$ cat src/rtl/vcm_pkg.sv
package vcm_pkg;

  typedef enum logic [2:0] {
    OP_CMP_NE = 3'd0,
    OP_CMP_EQ = 3'd1,
    OP_SUB_M  = 3'd2,
    OP_ADD_M  = 3'd3,
    OP_SUB    = 3'd4,
    OP_ADD    = 3'd5
  } vcm_op_e;

  function automatic logic op_legal(input logic [2:0] op);
    return (op <= 3'd5);
  endfunction

  function automatic logic op_is_cmp(input logic [2:0] op);
    return (op == OP_CMP_NE) || (op == OP_CMP_EQ);
  endfunction

  function automatic logic op_uses_mask(input logic [2:0] op);
    return (op == OP_SUB_M) || (op == OP_ADD_M);
  endfunction

  function automatic logic op_is_sub(input logic [2:0] op);
    return (op == OP_SUB_M) || (op == OP_SUB);
  endfunction

endpackage

$ cat src/rtl/vcm_ctrl.sv
module vcm_ctrl #(
  parameter int MAX_VL = 64,
  parameter int DATA_W = 16,
  localparam int IDX_W = $clog2(MAX_VL),
  localparam int LEN_W = $clog2(MAX_VL + 1)
) (
  input  logic              clk,
  input  logic              rst,
  input  logic              start,
  input  logic [2:0]        opcode,
  input  logic [LEN_W-1:0]  vlen,
  input  logic [DATA_W-1:0] scalar,
  input  logic              in_valid,
  output logic              accept,
  output logic              consume,
  output logic              busy,
  output logic              done,
  output logic [2:0]        op_q,
  output logic [DATA_W-1:0] scal_q,
  output logic [IDX_W-1:0]  idx_q
);
  import vcm_pkg::*;

  logic [LEN_W-1:0] vl_q;
  logic [LEN_W-1:0] vl_eff;
  logic             last;

  assign vl_eff  = (vlen > LEN_W'(MAX_VL)) ? LEN_W'(MAX_VL) : vlen;
  assign accept  = start && !busy && op_legal(opcode);
  assign consume = busy && in_valid;
  assign last    = ({1'b0, idx_q} + LEN_W'(1)) == vl_q;

  always_ff @(posedge clk) begin
    if (rst) begin
      busy   <= 1'b0;
      done   <= 1'b0;
      op_q   <= 3'd0;
      scal_q <= '0;
      idx_q  <= '0;
      vl_q   <= '0;
    end else begin
      done <= 1'b0;
      if (accept) begin
        op_q   <= opcode;
        scal_q <= scalar;
        vl_q   <= vl_eff;
        idx_q  <= '0;
        busy   <= (vl_eff != '0);
        done   <= (vl_eff == '0);
      end else if (consume) begin
        idx_q <= idx_q + IDX_W'(1);
        if (last) begin
          busy <= 1'b0;
          done <= 1'b1;
        end
      end
    end
  end

endmodule

$ cat src/rtl/vcm_mask.sv
module vcm_mask #(
  parameter int MAX_VL = 64,
  localparam int IDX_W = $clog2(MAX_VL)
) (
  input  logic              clk,
  input  logic              rst,
  input  logic              clear,
  input  logic              set_en,
  input  logic [IDX_W-1:0]  set_idx,
  input  logic              set_val,
  input  logic [IDX_W-1:0]  rd_idx,
  output logic              rd_bit,
  output logic [MAX_VL-1:0] mask_q
);

  for (genvar i = 0; i < MAX_VL; i++) begin : g_bit
    always_ff @(posedge clk) begin
      if (rst || clear)
        mask_q[i] <= 1'b0;
      else if (set_en && (set_idx == IDX_W'(i)))
        mask_q[i] <= set_val;
    end
  end

  assign rd_bit = mask_q[rd_idx];

endmodule

$ cat src/rtl/vcm_lane.sv
module vcm_lane #(
  parameter int MAX_VL = 64,
  parameter int DATA_W = 16,
  localparam int IDX_W = $clog2(MAX_VL)
) (
  input  logic              clk,
  input  logic              rst,
  input  logic              fire,
  input  logic [2:0]        op,
  input  logic              mask_bit,
  input  logic [IDX_W-1:0]  idx,
  input  logic [DATA_W-1:0] a,
  input  logic [DATA_W-1:0] b,
  output logic              res_valid,
  output logic              res_we,
  output logic [IDX_W-1:0]  res_idx,
  output logic [DATA_W-1:0] res_data
);
  import vcm_pkg::*;

  logic              enable;
  logic [DATA_W-1:0] sum;

  assign enable = op_uses_mask(op) ? mask_bit : 1'b1;
  assign sum    = op_is_sub(op) ? (a - b) : (a + b);

  always_ff @(posedge clk) begin
    if (rst) begin
      res_valid <= 1'b0;
      res_we    <= 1'b0;
      res_idx   <= '0;
      res_data  <= '0;
    end else begin
      res_valid <= fire;
      if (fire) begin
        res_we   <= enable;
        res_idx  <= idx;
        res_data <= enable ? sum : a;
      end else begin
        res_we <= 1'b0;
      end
    end
  end

endmodule

$ cat src/rtl/vcm_unit.sv
module vcm_unit #(
  parameter int MAX_VL = 64,
  parameter int DATA_W = 16,
  localparam int IDX_W = $clog2(MAX_VL),
  localparam int LEN_W = $clog2(MAX_VL + 1)
) (
  input  logic              clk,
  input  logic              rst,
  input  logic              start,
  input  logic [2:0]        opcode,
  input  logic [LEN_W-1:0]  vlen,
  input  logic [DATA_W-1:0] scalar,
  input  logic              in_valid,
  input  logic [DATA_W-1:0] a_elem,
  input  logic [DATA_W-1:0] b_elem,
  output logic              busy,
  output logic              done,
  output logic              res_valid,
  output logic              res_we,
  output logic [IDX_W-1:0]  res_idx,
  output logic [DATA_W-1:0] res_data,
  output logic [MAX_VL-1:0] mask_out
);
  import vcm_pkg::*;

  logic              accept, consume;
  logic [2:0]        op_q;
  logic [DATA_W-1:0] scal_q;
  logic [IDX_W-1:0]  idx_q;
  logic              cmp_hit, mask_bit;

  vcm_ctrl #(.MAX_VL(MAX_VL), .DATA_W(DATA_W)) u_ctrl (
    .clk(clk), .rst(rst), .start(start), .opcode(opcode), .vlen(vlen),
    .scalar(scalar), .in_valid(in_valid), .accept(accept), .consume(consume),
    .busy(busy), .done(done), .op_q(op_q), .scal_q(scal_q), .idx_q(idx_q)
  );

  assign cmp_hit = (op_q == OP_CMP_EQ) ? (a_elem == scal_q) : (a_elem != scal_q);

  vcm_mask #(.MAX_VL(MAX_VL)) u_mask (
    .clk(clk), .rst(rst),
    .clear(accept && op_is_cmp(opcode)),
    .set_en(consume && op_is_cmp(op_q)),
    .set_idx(idx_q), .set_val(cmp_hit),
    .rd_idx(idx_q), .rd_bit(mask_bit), .mask_q(mask_out)
  );

  vcm_lane #(.MAX_VL(MAX_VL), .DATA_W(DATA_W)) u_lane (
    .clk(clk), .rst(rst),
    .fire(consume && !op_is_cmp(op_q)),
    .op(op_q), .mask_bit(mask_bit), .idx(idx_q),
    .a(a_elem), .b(b_elem),
    .res_valid(res_valid), .res_we(res_we), .res_idx(res_idx), .res_data(res_data)
  );

endmodule


$ cat config.mk
export PLATFORM = sky130hd
export DESIGN_NAME = vcm_unit
export DESIGN_NICKNAME = d
export VERILOG_FILES = /design/src/rtl/vcm_pkg.sv /design/src/rtl/vcm_ctrl.sv /design/src/rtl/vcm_mask.sv /design/src/rtl/vcm_lane.sv /design/src/rtl/vcm_unit.sv
export SDC_FILE = /design/constraint.sdc
export NUM_CORES = 1
export LEC_CHECK = 0
export ABC_AREA = 1
export BUFFER_PORTS_ARGS = -buffer_cell sky130_fd_sc_hd__buf_2
export CELL_PAD_IN_SITES_DETAIL_PLACEMENT = 1
export CELL_PAD_IN_SITES_GLOBAL_PLACEMENT = 1
export CORE_ASPECT_RATIO = 2
export CORE_MARGIN = 2
export CORE_UTILIZATION = 39
export DETAILED_ROUTE_END_ITERATION = 8
export GPL_TIMING_DRIVEN = 0
export HOLD_SLACK_MARGIN = 0.06
export PLACE_DENSITY = 0.83
export SLEW_MARGIN = 20
export SYNTH_ARGS = -nofsm -noshare
export SYNTH_HDL_FRONTEND = slang
export SYNTH_SLANG_ARGS = --single-unit
$ cat constraint.sdc
create_clock -name clk -period 2.82 [get_ports clk]
set_input_delay 0.423 -clock clk [delete_from_list [all_inputs] [get_ports clk]]
set_output_delay 0.423 -clock clk [all_outputs]
set_load 0.1 [all_outputs]
==> impl_metrics.py, run 1 <==
metrics = {
    "detailed_routing": {
        "drtIter0Drc": 254,
        "routedWlPerCell_um": 18.6,
        "drt_wl_total_um": 29000,
        "firstDrtPassIters": 6,
        "drc": 0,
        "antenna_left": 0,
        "drt-vias-per-instance": 5.35,
        "vias": 8351,
    },
    "placement": {
        "placed_area_mm2": 0.00842,
        "globalplace.congestion": 0.953,
        "dp_hpwl_um": 23100,
        "numPlacedInstances": 1521,
        "port_buffers": 150,
    },
    "setup_path": {
        "cp_data_required_time_ns": 3.15,
        "critPathSlowestCell": "ha_2",
        "startpoint_type": "flip-flop",
        "end_kind": "flip-flop",
        "slowest_delay_ns": 0.39,
        "timing.setup.critical_path_class": "flip-flop to flip-flop",
        "crit_chain": "nor2_4 > inv_2 > nand3_4 > clkinvlp_4 > a21oi_2 > xor2_1 > inv_1 > ha_2 > nand2_2 > o21ai_2 > nand2_1 > nand3_2 > a21oi_4 > nand3_1 > nand2_1 > nand2_1 > nand3_2 > nand2_1 > inv_1",
        "arrival_ns": 3.06,
        "cp_max_fo": 7,
        "crit_top_cell": "nand2_1",
    },
    "finish": {
        "area_growth_pct": 25.5,
        "antenna_cells": 0,
        "fillCellCount": 2554,
        "finalNonFillerCells": 1561,
        "fin_nets": 1413,
        "drive_gt1_frac": 0.203,
        "stdcell_area_mm2": 0.00927,
    },
    "timing": {
        "slew_headroom": 0.452,
        "final_hold_viol_count": 0,
        "max_clock_freq_mhz": 366,
        "maxSlewViolCount": 0,
        "min_period_ns": 2.74,
        "tightest_slew_ns": 0.818,
        "skew_ns": 0.00865,
        "period_share": 0.970,
        "grt_setup_unrepaired": "true",
        "finalSetupViolCount": 0,
    },
    "synth": {
        "yosys_register_bits": 122,
        "synth.distinct_cells": 42,
        "synth_area_leaders": "dfxtp_1 33%, nand2_1 15%, inv_1 10%",
        "ys.warnings.count": 0,
        "synth-main-ff-cell": "dfxtp_1",
        "synthCells": 1152,
        "synth_edf_count": 0,
        "synthesis.area_mm2": 0.00739,
        "synthesis.nets": 1235,
        "yosysMostFrequentCell": "nand2_1",
        "synthArstFlopShare": 0,
        "synth_commonest_cells": "291 x nand2_1, 201 x inv_1, 130 x a21oi_1",
        "synth_seq_area_share": 0.330,
        "netlist.top_cell.by_area": "dfxtp_1",
        "synth_top_area_frac": 0.330,
        "avgSynthCellArea_um2": 6.42,
    },
    "power_and_ir_drop": {
        "cellLeakagePower_uw": 0.00474,
        "swShare": 0.314,
        "total_power_uw": 5110,
        "power_density_mw_per_mm2": 551,
        "p_int_uw": 3500,
        "p_seq_frac": 0.352,
        "switchingPower_uw": 1610,
        "clkPwrFrac": 0.424,
        "power_frac_comb": 0.224,
        "ir_drop_mv": 0.302,
    },
    "clocking": {
        "htreeDepth": 4,
        "cts.sink_count": 122,
        "clk_path_buf_depth": 2,
        "clk_latency_ns": 0.43,
        "clk_pin_slew_ns": 0.06,
        "cts_tree": "done",
        "clockRootBuffer": "clkbuf_16",
        "cts_made_buffers": 17,
    },
    "global_routing": {
        "gr-total-overflow": 0,
        "grtUsageTotal": 0.297,
        "grt_max_degree": 17,
        "grt_pass1_vias": 8696,
        "grt_pass1_wl_um": 44800,
        "antenna_found_initial": 0,
    },
    "die": {
        "die_x_um": 101,
        "fp.coreArea_mm2": 0.0187,
        "num_io_pins": 152,
        "die_h_um": 199,
        "initial_core_util": 0.396,
        "core.rowCount": 71,
        "die_area_mm2": 0.0201,
    },
    "worst_hold_path": {
        "min_path_type": "input port to flip-flop",
    },
    "status": {
        "outcome": "completed",
    },
    "job": {
        "maxCapViolCount": 0,
    },
}
power groups by stage:
stage / logic (µW) / clock network [µW] / registers [µW]
after floorplan: 615 / 0 / 1920
after global placement: 987 / 0 / 1830
after detailed placement: 1010 / 0 / 1830
after CTS: 1040 / 2180 / 1800
after global routing: 1260 / 2260 / 1800
final: 1150 / 2170 / 1800
sequential cells by signal, indices dropped and copies added, names as in the netlist:
signal and cells:
u_mask.mask_q 64, u_ctrl.scal_q 16, u_lane.res_data 16, u_ctrl.vl_q 7, u_ctrl.idx_q 6, u_lane.res_idx 6
u_ctrl.op_q 3, u_ctrl.busy 1, u_ctrl.done 1, u_lane.res_valid 1, u_lane.res_we 1
per-layer routing:
| layer | track usage | routed length (µm) | vias to the layer above |
|---|---|---|---|
| met2 | 0.572 | 16100 | 265 |
| met5 | 0 | 0 | - |
| met1 | 0.260 | 9320 | 3986 |
| li1 | - | - | 3986 |
| met3 | 0.0436 | 1060 | 114 |
| met4 | 0.236 | 2560 | 0 |
cells in the final DEF (no fill, tap or decap), types with 10 or more instances in the layout:
cell type  instances
buf_2            162
clkbuf_1          26
a21oi_1          121
xor2_1            27
dfxtp_1          120
o21ai_0           72
xnor2_1           19
buf_4             10
clkbuf_16         17
nor2_1            65
nand3_1           76
ha_1              16
nand2_1          285
o21ai_1           16
inv_1            197
worst max-delay path, delay by kind of cell, from the launching register on:
kind | cells | cell delay, ns
flip-flops | 1 | 0.36
AND/OR/NAND/NOR | 10 | 0.90
XOR/XNOR | 1 | 0.15
AO/OA/AOI/OAI | 3 | 0.43
buffers and inverters | 4 | 0.39
adder cells (fa/ha/maj) | 1 | 0.39
path summary, 6_finish.rpt:
path                                                       start                          endpoint  slack, ns  cells after the start
worst max-delay path                 u_ctrl.op_q[1]$_SDFFE_PP0P_  u_lane.res_data[15]$_SDFFE_PP0P_       0.08                     19
worst min-delay path                                   scalar[0]     u_ctrl.scal_q[0]$_SDFFE_PP0P_       0.24                      3
worst max register to register       u_ctrl.op_q[1]$_SDFFE_PP0P_  u_lane.res_data[15]$_SDFFE_PP0P_       0.08                     19
worst min register to register  u_lane.res_data[11]$_SDFFE_PP0P_  u_lane.res_data[11]$_SDFFE_PP0P_       0.46                      2
final cells by class:
cell class	count	area, µm²	area share
Inverter	205	774	0.0835
Multi-Input combinational cell	780	4140	0.446
Tap cell	219	274	0.0295
Buffer	45	249	0.0268
Timing Repair Buffer	159	822	0.0886
Sequential cell	122	2450	0.264
Clock inverter	8	93.8	0.0101
Clock buffer	23	478	0.0515
per-stage QoR:
step | util | setup TNS, ns | worst slack (ns) | hold WS [ns]
after floorplan | - | 0 | 0.315 | 0.445
after global routing | 0.497 | -0.365 | -0.108 | 0.250
final | 0.497 | 0 | 0.0850 | 0.244
after detailed placement | 0.451 | -3.12 | -0.572 | 0.458
after CTS | 0.485 | -0.0121 | -0.0121 | 0.236
after global placement | 0.451 | -2.20 | -0.513 | 0.452
cell families after synthesis:
kind of cell	after synthesis	share of synthesized area
AND/OR/NAND/NOR	466	0.260
buffers and inverters	250	0.138
XOR/XNOR	47	0.0557
flip-flops	122	0.330
AO/OA/AOI/OAI	246	0.179
adder cells (fa/ha/maj)	21	0.0366
what timing repair did:
action / in CTS / in global routing
setup endpoints to repair: 11 / 11
hold buffers: 0 / 0
pin swaps: 1 / 12
gates resized for setup: 14 / 50
buffers inserted: 3 / 6
(Power assumes the default switching activity.)
==> inputs of run 2 (changes only) <==
--- a/config.mk
+++ b/config.mk
@@ -15,8 +15,9 @@
 export DETAILED_ROUTE_END_ITERATION = 8
 export GPL_TIMING_DRIVEN = 0
 export HOLD_SLACK_MARGIN = 0.06
-export PLACE_DENSITY = 0.83
+export PLACE_DENSITY = 0.82
 export SLEW_MARGIN = 20
 export SYNTH_ARGS = -nofsm -noshare
 export SYNTH_HDL_FRONTEND = slang
+export SYNTH_HIERARCHICAL = 1
 export SYNTH_SLANG_ARGS = --single-unit
==> impl_metrics.py, run 2 <==
metrics = {
    "status": {
        "outcome": "complete, but fails checks",
        "violations": "setup timing",
    },
    "clocking": {
        "htreeDepth": 4,
        "clockRootBuffer": "clkbuf_16",
        "clk_pin_slew_ns": 0.06,
        "postCtsHoldBufs": 0,
        "cts_made_buffers": 17,
        "cts.sink_count": 122,
        "clk_latency_ns": 0.42,
        "clk_path_buf_depth": 2,
        "cts_tree": "done",
    },
    "global_routing": {
        "grt_max_degree": 18,
        "grtUsageTotal": 0.317,
        "met3_usage": 0.0531,
        "antenna_found_initial": 0,
        "use_met2": 0.612,
        "grt_pass1_vias": 9085,
        "top_usage_layer": "met2",
        "grt_pass1_wl_um": 47400,
        "gr-total-overflow": 0,
        "use_met1": 0.267,
    },
    "finish": {
        "largest_reg_flops": 64,
        "final_cell_mix": "225 x nand2_1, 166 x buf_2, 153 x nand3_1",
        "drive_gt1_frac": 0.243,
        "reg_top3": "u_mask/mask_q: 64 flops, u_ctrl/scal_q: 16 flops, u_lane/res_data: 16 flops",
        "top_register": "u_mask/mask_q",
        "antenna_cells": 0,
        "area_growth_pct": 27.3,
        "final_common_cell": "nand2_1",
        "fin_nets": 1419,
        "finalNonFillerCells": 1605,
    },
    "synth": {
        "synth.distinct_cells": 45,
        "synth_commonest_cells": "238 x nand2_1, 156 x nand3_1, 136 x nor2_1",
        "synthCells": 1151,
        "synthAdderAreaFrac": 0.0314,
        "synth_area_leaders": "dfxtp_1 33%, nand2_1 12%, nand3_1 11%",
        "synthesis.area_mm2": 0.00741,
        "synthArstFlopShare": 0,
        "synth_seq_area_share": 0.330,
        "synth_top_family_by_area": "simple AND/OR/NAND/NOR gates",
        "synth-main-ff-cell": "dfxtp_1",
        "netlist.top_cell.by_area": "dfxtp_1",
        "ys.warnings.count": 6,
        "yosys_register_bits": 122,
        "avgSynthCellArea_um2": 6.43,
        "synthesis.nets": 1231,
        "muxShareOfSynthArea": 0,
        "synthSimpleGateAreaFrac": 0.348,
        "synth_compound_area_frac": 0.162,
        "synth-xor-area-share": 0.0260,
        "synth_edf_count": 0,
        "yosysMostFrequentCell": "nand2_1",
        "synth_top_area_frac": 0.330,
    },
    "worst_hold_path": {
        "min_path_type": "input port to flip-flop",
        "hold_start": "scalar[15]",
    },
    "die": {
        "die_x_um": 101,
        "initial_core_util": 0.395,
        "num_io_pins": 152,
        "fp.coreArea_mm2": 0.0187,
        "core.rowCount": 71,
        "die_area_mm2": 0.0202,
        "die_h_um": 199,
    },
    "setup_path": {
        "startpoint": "u_ctrl/op_q[2]$_SDFFE_PP0P_",
        "end_kind": "flip-flop",
        "startpoint_type": "flip-flop",
        "arrival_ns": 3.12,
        "cp_data_required_time_ns": 3.11,
        "cp_max_fo": 7,
        "timing.setup.critical_path_class": "flip-flop to flip-flop",
        "timing.rr.start": "u_ctrl/op_q[2]$_SDFFE_PP0P_",
    },
    "timing": {
        "maxSlewViolCount": 0,
        "finalSetupViolCount": 2,
        "period_share": 1.00,
        "tightest_slew_ns": 0.801,
        "skew_ns": 0.0106,
        "finalWorstSetupSlack_ns": -0.0128,
        "slew_headroom": 0.466,
        "max_clock_freq_mhz": 353,
        "final_hold_viol_count": 0,
        "holdWs_ns": 0.221,
        "grt_setup_unrepaired": "true",
        "min_period_ns": 2.83,
    },
    "detailed_routing": {
        "routedWlPerCell_um": 20.2,
        "vias": 8769,
        "drt-vias-per-instance": 5.46,
        "drc": 0,
        "antenna_left": 0,
        "firstDrtPassIters": 6,
        "drt_wl_total_um": 32400,
        "drtIter0Drc": 314,
    },
    "power_and_ir_drop": {
        "swShare": 0.328,
        "cellLeakagePower_uw": 0.00424,
        "power_density_mw_per_mm2": 553,
        "clkPwrFrac": 0.398,
        "p_int_uw": 3510,
        "p_seq_frac": 0.348,
        "power_frac_comb": 0.254,
        "ir_drop_mv": 0.372,
        "switchingPower_uw": 1710,
    },
    "placement": {
        "globalplace.congestion": 0.963,
        "port_buffers": 151,
        "dp_hpwl_um": 24800,
        "numPlacedInstances": 1557,
    },
    "job": {
        "maxCapViolCount": 0,
    },
}
==> run 2: cell types whose count changed in the layout (fill, tap and decap cells not counted), moves of 29 or more <==
| cell | change |
|---|---|
| a21oi_1 | -32 |
| nand2_1 | -60 |
| o21ai_0 | -29 |
| nor2_1 | +65 |
| nand3_1 | +77 |
| inv_1 | -88 |
| o21ai_1 | +38 |
==> run 2: cells by family (layout without fill, tap and decap cells) <==
logic type / count (synthesis) / after routing
buf+inv: 185 / 384
simple gates: 581 / 581
xor+xnor: 22 / 22
compound gates: 223 / 223
fa+ha+maj: 18 / 18
flops: 122 / 122
==> run 2: power groups by stage <==
stage	registers (µW)	clock network (µW)	logic, µW
2_1_floorplan	1950	0	691
3_3_place_gp	1850	0	1100
3_5_place_dp	1850	0	1130
4_1_cts	1820	2120	1160
5_1_grt	1820	2190	1440
6_report	1810	2080	1320
==> run 2: critical path: stages, from the launching register on <==
cell and delay, ns:
dfxtp_4 0.38, nand3b_1 0.12, and2_4 0.15, buf_6 0.13, clkinvlp_4 0.21, nor2_2 0.18, xor2_1 0.19, ha_1 0.32
nand2_2 0.10, nand2_2 0.07, a21oi_2 0.14, nand2_2 0.13, a21oi_2 0.19, xor2_1 0.16, nand2_1 0.08, nand2_2 0.07
a21oi_2 0.05
==> run 2: path summary, 6_finish.rpt <==
path                            cells after the start                          endpoint  slack, ns
worst max register to register                     16  u_lane/res_data[11]$_SDFFE_PP0P_      -0.01
worst min register to register                      2   u_lane/res_data[6]$_SDFFE_PP0P_       0.47
worst max-delay path                               16  u_lane/res_data[11]$_SDFFE_PP0P_      -0.01
worst min-delay path                                3    u_ctrl/scal_q[15]$_SDFFE_PP0P_       0.22
==> run 2: layout make-up <==
type | count | area, µm²
multi-input cells | 844 | 4390
fillers | 2548 | 9320
repair buffers | 169 | 901
well taps | 255 | 319
clock buffers | 23 | 488
clock inverters | 7 | 67.6
flip-flops and latches | 122 | 2460
inverters | 134 | 520
plain buffers | 51 | 278
==> run 2: repair_timing <==
action | CTS | global route
gates cloned | 0 | 1
buffers inserted | 2 | 15
setup endpoints to repair | 17 | 25
endpoints found under the hold margin | 0 | 0
pin swaps | 1 | 39
resized for setup | 15 | 70
==> run 2: through the flow <==
step | power (µW) | setup WS [ns] | area (µm²) | utilization | TNS [ns]
after floorplan | 2640 | 0.216 | 7410 | - | 0
after global placement | 2950 | -0.428 | 8480 | 0.452 | -5.46
after detailed placement | 2990 | -0.472 | 8480 | 0.452 | -6.18
after CTS | 5100 | 0.00332 | 9090 | 0.485 | 0
after global routing | 5440 | -0.142 | 9430 | 0.503 | -0.655
final | 5220 | -0.0128 | 9430 | 0.503 | -0.0156
==> run 2: metal layers <==
| layer | share of wire | vias to the layer above |
|---|---|---|
| met5 | 0 | - |
| met3 | 0.050 | 143 |
| li1 | - | 4144 |
| met4 | 0.089 | 0 |
| met2 | 0.55 | 343 |
| met1 | 0.31 | 4139 |
